<file path="src/rtl/lo_mix_pkg.sv">
package lo_mix_pkg;
  localparam int SampleW  = 8;
  localparam int MagW     = SampleW - 1;
  localparam int TableLen = 25;
  localparam int HalfLen  = TableLen / 2;
  localparam int PhaseW   = $clog2(TableLen);
  localparam int NumTones = 3;
  localparam int SelW     = 2;
  localparam int SliceLo  = MagW;
  localparam int SliceW   = 6;
  localparam int ProdW    = SampleW + MagW;

  // phase strides for 10k, 14k, 20k tones
  localparam logic [NumTones-1:0][PhaseW-1:0] ToneStride = {5'd10, 5'd7, 5'd5};

  typedef struct packed {
    logic                             step;
    logic [NumTones-1:0][PhaseW-1:0]  phase;
  } mixCtrl_t;

  function automatic logic [MagW-1:0] halfMag(input logic [PhaseW-1:0] k);
    case (k)
      5'd1:    halfMag = 7'd32;
      5'd2:    halfMag = 7'd62;
      5'd3:    halfMag = 7'd88;
      5'd4:    halfMag = 7'd108;
      5'd5:    halfMag = 7'd122;
      5'd6:    halfMag = 7'd127;
      5'd7:    halfMag = 7'd126;
      5'd8:    halfMag = 7'd116;
      5'd9:    halfMag = 7'd99;
      5'd10:   halfMag = 7'd75;
      5'd11:   halfMag = 7'd47;
      5'd12:   halfMag = 7'd16;
      default: halfMag = 7'd0;
    endcase
  endfunction

  // sign-magnitude tone entry: bit 7 sign, bits 6:0 magnitude
  function automatic logic [SampleW-1:0] toneEntry(input logic [PhaseW-1:0] idx);
    logic [PhaseW-1:0] mirror;
    mirror = PhaseW'(TableLen) - idx;
    if (idx <= PhaseW'(HalfLen)) toneEntry = {1'b0, halfMag(idx)};
    else                         toneEntry = {1'b1, halfMag(mirror)};
  endfunction
endpackage

</file>
<file path="src/rtl/lo_mix_ctrl.sv">
module lo_mix_ctrl
  import lo_mix_pkg::*;
(
  input  logic     clk,
  input  logic     rst,
  input  logic     sampleEn,
  output mixCtrl_t ctrl
);
  logic [NumTones-1:0][PhaseW-1:0] phaseQ;

  for (genvar t = 0; t < NumTones; t++) begin : g_tone
    logic [PhaseW:0] sum;
    always_comb sum = {1'b0, phaseQ[t]} + {1'b0, ToneStride[t]};

    always_ff @(posedge clk or posedge rst) begin
      if (rst)           phaseQ[t] <= '0;
      else if (sampleEn) phaseQ[t] <= (sum >= (PhaseW+1)'(TableLen))
                                      ? PhaseW'(sum - (PhaseW+1)'(TableLen))
                                      : sum[PhaseW-1:0];
    end

    p_phase_range_r4: assert property (@(posedge clk) disable iff (rst)
      phaseQ[t] < PhaseW'(TableLen));
    p_phase_step_r7: assert property (@(posedge clk) disable iff (rst)
      sampleEn |=> (32'(phaseQ[t]) ==
                    (32'($past(phaseQ[t])) + 32'(ToneStride[t])) % TableLen));
    p_phase_idle_r8: assert property (@(posedge clk) disable iff (rst)
      !sampleEn |=> $stable(phaseQ[t]));
  end

  always_comb begin
    ctrl.step  = sampleEn;
    ctrl.phase = phaseQ;
  end
endmodule

</file>
<file path="src/rtl/lo_mix_datapath.sv">
module lo_mix_datapath
  import lo_mix_pkg::*;
(
  input  logic               clk,
  input  logic               rst,
  input  mixCtrl_t           ctrl,
  input  logic [SampleW-1:0] sampleIn,
  input  logic [SelW-1:0]    freqSel,
  output logic [SampleW-1:0] mixOut
);
  logic [SampleW-1:0] convQ;
  logic [SampleW-1:0] outQ;
  logic [SampleW-1:0] toneByte;
  logic [SampleW-1:0] sampMag;
  logic [ProdW-1:0]   prod;
  logic [SliceW-1:0]  slice;
  logic [SampleW-1:0] mixed;
  logic [SampleW-1:0] nextOut;
  logic [SelW-1:0]    toneIdx;

  always_comb begin
    toneIdx  = freqSel - SelW'(1);
    toneByte = toneEntry(ctrl.phase[toneIdx]);
    sampMag  = convQ[SampleW-1] ? (~convQ + SampleW'(1)) : convQ;
    prod     = ProdW'(sampMag) * ProdW'(toneByte[MagW-1:0]);
    slice    = prod[SliceLo +: SliceW];
    mixed    = (convQ[SampleW-1] ^ toneByte[SampleW-1])
               ? (~SampleW'(slice) + SampleW'(1)) : SampleW'(slice);
    nextOut  = (freqSel == '0) ? convQ : mixed;
  end

  always_ff @(posedge clk or posedge rst) begin
    if (rst) begin
      convQ <= '0;
      outQ  <= '0;
    end else if (ctrl.step) begin
      convQ <= {~sampleIn[SampleW-1], sampleIn[SampleW-2:0]};
      outQ  <= nextOut;
    end
  end

  assign mixOut = outQ;

  p_out_hold_r2: assert property (@(posedge clk) disable iff (rst)
    !ctrl.step |=> $stable(mixOut));
  p_pass_conv_r1: assert property (@(posedge clk) disable iff (rst)
    (ctrl.step && freqSel == '0) |=> (mixOut == $past(convQ)));
  p_mix_range_r9: assert property (@(posedge clk) disable iff (rst)
    (ctrl.step && freqSel != '0) |=>
      ($signed(mixOut) <= 8'sd63 && $signed(mixOut) >= -8'sd63));
endmodule

</file>
<file path="src/rtl/lo_mixer.sv">
module lo_mixer
  import lo_mix_pkg::*;
(
  input  logic               clk,
  input  logic               rst,
  input  logic               sampleEn,
  input  logic [SampleW-1:0] sampleIn,
  input  logic [SelW-1:0]    freqSel,
  output logic [SampleW-1:0] mixOut
);
  mixCtrl_t ctrl;

  lo_mix_ctrl u_ctrl (
    .clk      (clk),
    .rst      (rst),
    .sampleEn (sampleEn),
    .ctrl     (ctrl)
  );

  lo_mix_datapath u_dp (
    .clk      (clk),
    .rst      (rst),
    .ctrl     (ctrl),
    .sampleIn (sampleIn),
    .freqSel  (freqSel),
    .mixOut   (mixOut)
  );

  p_reset_zero_r3: assert property (@(posedge clk) disable iff (rst)
    $fell(rst) |-> (mixOut == '0));
endmodule

</file>
<file path="config.mk">
export PLATFORM = sky130hd
export DESIGN_NAME = lo_mixer
export DESIGN_NICKNAME = d
export VERILOG_FILES = /design/src/rtl/lo_mix_pkg.sv /design/src/rtl/lo_mix_ctrl.sv /design/src/rtl/lo_mix_datapath.sv /design/src/rtl/lo_mixer.sv
export SDC_FILE = /design/constraint.sdc
export NUM_CORES = 1
export LEC_CHECK = 0
export ABC_AREA = 1
export BUFFER_PORTS_ARGS = -buffer_cell sky130_fd_sc_hd__buf_4
export CORE_MARGIN = 3
export CORE_UTILIZATION = 30
export CTS_CLUSTER_DIAMETER = 60
export DETAILED_ROUTE_END_ITERATION = 10
export GPL_ROUTABILITY_DRIVEN = 1
export PLACE_DENSITY = 0.56
export SLEW_MARGIN = 15
export SYNTH_ARGS = -nofsm -noshare
export SYNTH_HDL_FRONTEND = slang
export SYNTH_HIERARCHICAL = 1
export SYNTH_SLANG_ARGS = --single-unit
export TNS_END_PERCENT = 30
</file>
<file path="constraint.sdc">
create_clock -name clk -period 6.1 [get_ports clk]
set_clock_uncertainty 0.1 [all_clocks]
set_input_delay 0.305 -clock clk [delete_from_list [all_inputs] [get_ports clk]]
set_output_delay 0.305 -clock clk [all_outputs]
set_load 0.05 [all_outputs]
</file>
==> results.md <==
* Number of max-cap violations at 0
* Worst min path class: in -> async
* Design area at 5914 um^2
* Diode count at 0
* Vias at 4316
* GRT Total Usage at 13.81%
* Share of cells above drive strength 1 at 26.18%
* Max Slew Vio Count at 0
* Synth top area cells: dfrtp_1 (17%), nand2_1 (15%), ha_1 (13%)
* WP data required at 6170 ps
* Most common cell in the netlist: nand2_1
* Worst Setup SP: freqSel[0]
* CTS Hold Bufs at 0
* R2r endpoint: u_dp/mixOut[4]
* Initial Util at 30.68%
* DIE WIDTH at 130.9 um
* Largest net degree at the start of global routing at 39
* Reg2Reg Setup Slack at 380 ps
* Post-synthesis sequential element count at 31
* Buffers added on ports at 20
* Initial antenna violation count at 0
* Area Growth Syn to Fin at 26.36%
* Post-Route WL at 11.28 mm
* DPL Wire Length at 9.347 mm
* Final Setup Violations at 0
* Crit-path max cell delay at 550 ps
* Fmax at 173.0 MHz
* Hold WS at 0.4656 ps
* Placed Area at 5527 um^2
* Post-synthesis sequential area ratio at 16.57%
* Most frequent cells after synthesis: nand2_1 (193), inv_1 (109), nor2_1 (58)
* Clk sink count at 31
* H-Tree Depth at 2
* CP Capture Point: u_dp/mixOut[4]
* Layout filler cell count at 1633
* Number of flops mapped to enable cells by yosys at 0
* Crit start category: primary input
* Top cell by count, worst path: nand2_1
* Worst path slowest cell: fa_1
* GR Overflow Total at 0
* # rows at 45
* Minimum clock period at 5781 ps
* Ports at 21
* Util after Layout at 38.76%
* Remaining antenna violation count at 0
* Status: finished, final reports clean
* Routability Congestion at 0.8609
* CP endpoint kind: flop
* Die Height at 130.9 um
* Yosys top cell area share at 16.57%
* Post-synthesis cell area at 4681 um^2
* Worst slew pin tran at 633.9 ps
* Worst r2r src: u_ctrl/ctrl[6]
* CP max FO at 5
* Worst-Skew Late Latency at 280 ps
* First-pass GRT wire length at 19.17 mm
* Period utilisation layout at 94.77%
* Clk slew on worst S/H paths at 50 ps
* Net Count, Synth at 766
* Slew margin rel. at 57.30%
* Initial drt markers at 206
* Drt via density at 4.445
* Fin nets at 847
* TritonCTS Buffers at 5
* Synth area leader: dfrtp_1
* Root Driver: clkbuf_16
* Setup CP Type: in -> reg
* Post-Layout Cell Count at 971
* Core area at 15260 um^2
* CTS tree: built
* Vias in the first global route at 4030
* Main flop type after synthesis: dfrtp_1
* Synthesized area per cell at 6.894 um^2
* Final Hold Viols at 0
* Library cells used by synthesis at 39
* Yosys warns at 6
* Worst reg2reg path depth at 35
* WL per Instance at 11.62 um
* Async set-reset flop share out of synthesis at 100.0%
* Critical Path AT at 5850 ps
* Pre-antenna DRT Iters at 5
* DRC at 0
* Maximum buffer depth of the clock tree at 2
* Placed Instances at 961
* Die footprint at 17140 um^2
* Synth Instances at 679
[cell families (layout without fill, tap and decap cells)]
| kind of cell | after synthesis | count (layout) | synth area share (%) |
|---|---|---|---|
| buffers and inverters | 130 | 211 | 10.72 |
| xor gates and xnor gates | 17 | 17 | 3.502 |
| DFF | 31 | 31 | 16.57 |
| and+or+nand+nor | 357 | 357 | 35.90 |
| adders and majority gates | 74 | 74 | 24.11 |
| AOI/OAI and AO/OA | 70 | 70 | 9.196 |
[worst min-delay path by stage]
stage	slack [ps]	end	cells after the start
after floorplan	110	u_ctrl/ctrl[0]	1
after global placement	320	u_dp/convQ[0]	2
after detailed placement	320	u_dp/convQ[0]	2
after CTS	30	u_dp/convQ[0]	2
after global routing	50	u_ctrl/ctrl[14]	2
final	0.5	u_ctrl/ctrl[14]	2
[per-stage QoR]
stage	setup slack [ps]	setup TNS, ps
after detailed placement	-321.5	-1102
after global placement	-280.2	-851.3
final	319.2	0
after CTS	11.19	0
after global routing	-31.00	-104.8
after floorplan	20.60	0
[final cells by class]
| class | count | area, um^2 | share of cell area (%) |
|---|---|---|---|
| clock inverter | 1 | 5.005 | 0.08462 |
| inverter | 121 | 456.7 | 7.722 |
| timing repair buffer | 83 | 623.1 | 10.54 |
| multi-input combinational | 518 | 3651 | 61.73 |
| clock buffer | 6 | 138.9 | 2.348 |
| sequential | 31 | 775.7 | 13.12 |
| tap | 211 | 264.0 | 4.464 |
[repair_timing]
item | in CTS | in global routing
pin swaps | 2 | 18
setup buffers | 1 | 2
gates resized for setup | 1 | 47
endpoints found under the setup margin | 1 | 7
[layout by cell type (no fill, tap or decap), types with 15 or more instances in the layout]
cell type	n
a21oi_1	16
buf_4	83
dfrtp_1	31
fa_1	27
ha_1	37
inv_1	104
inv_2	15
nand2_1	189
nand2_2	24
nand3_1	43
nor2_1	49
o21ai_0	23
[layer usage]
metal  share of wire, %  up-vias  global-route usage, %
met5                  0        -                      0
met4                1.4        0                  3.872
met3                3.2        9                  1.260
met2                 44       61                  21.44
met1                 51     1976                  20.42
li1                   -     2270                      -
[worst max-delay path: cells and delay by family]
| kind | cells | cell delay (ps) |
|---|---|---|
| buf+inv | 9 | 740 |
| fa+ha+maj | 7 | 2830 |
| simple gates | 18 | 1670 |
| compound gates | 2 | 310 |
[flip-flops by register name, summed over array words and instances (netlist names)]
name         flops
u_ctrl/ctrl     15
u_dp/convQ       8
u_dp/mixOut      8
Power is left out: the tool's default activity adds up to more than one toggle a clock period on the data nets, which glitch-free logic cannot reach.
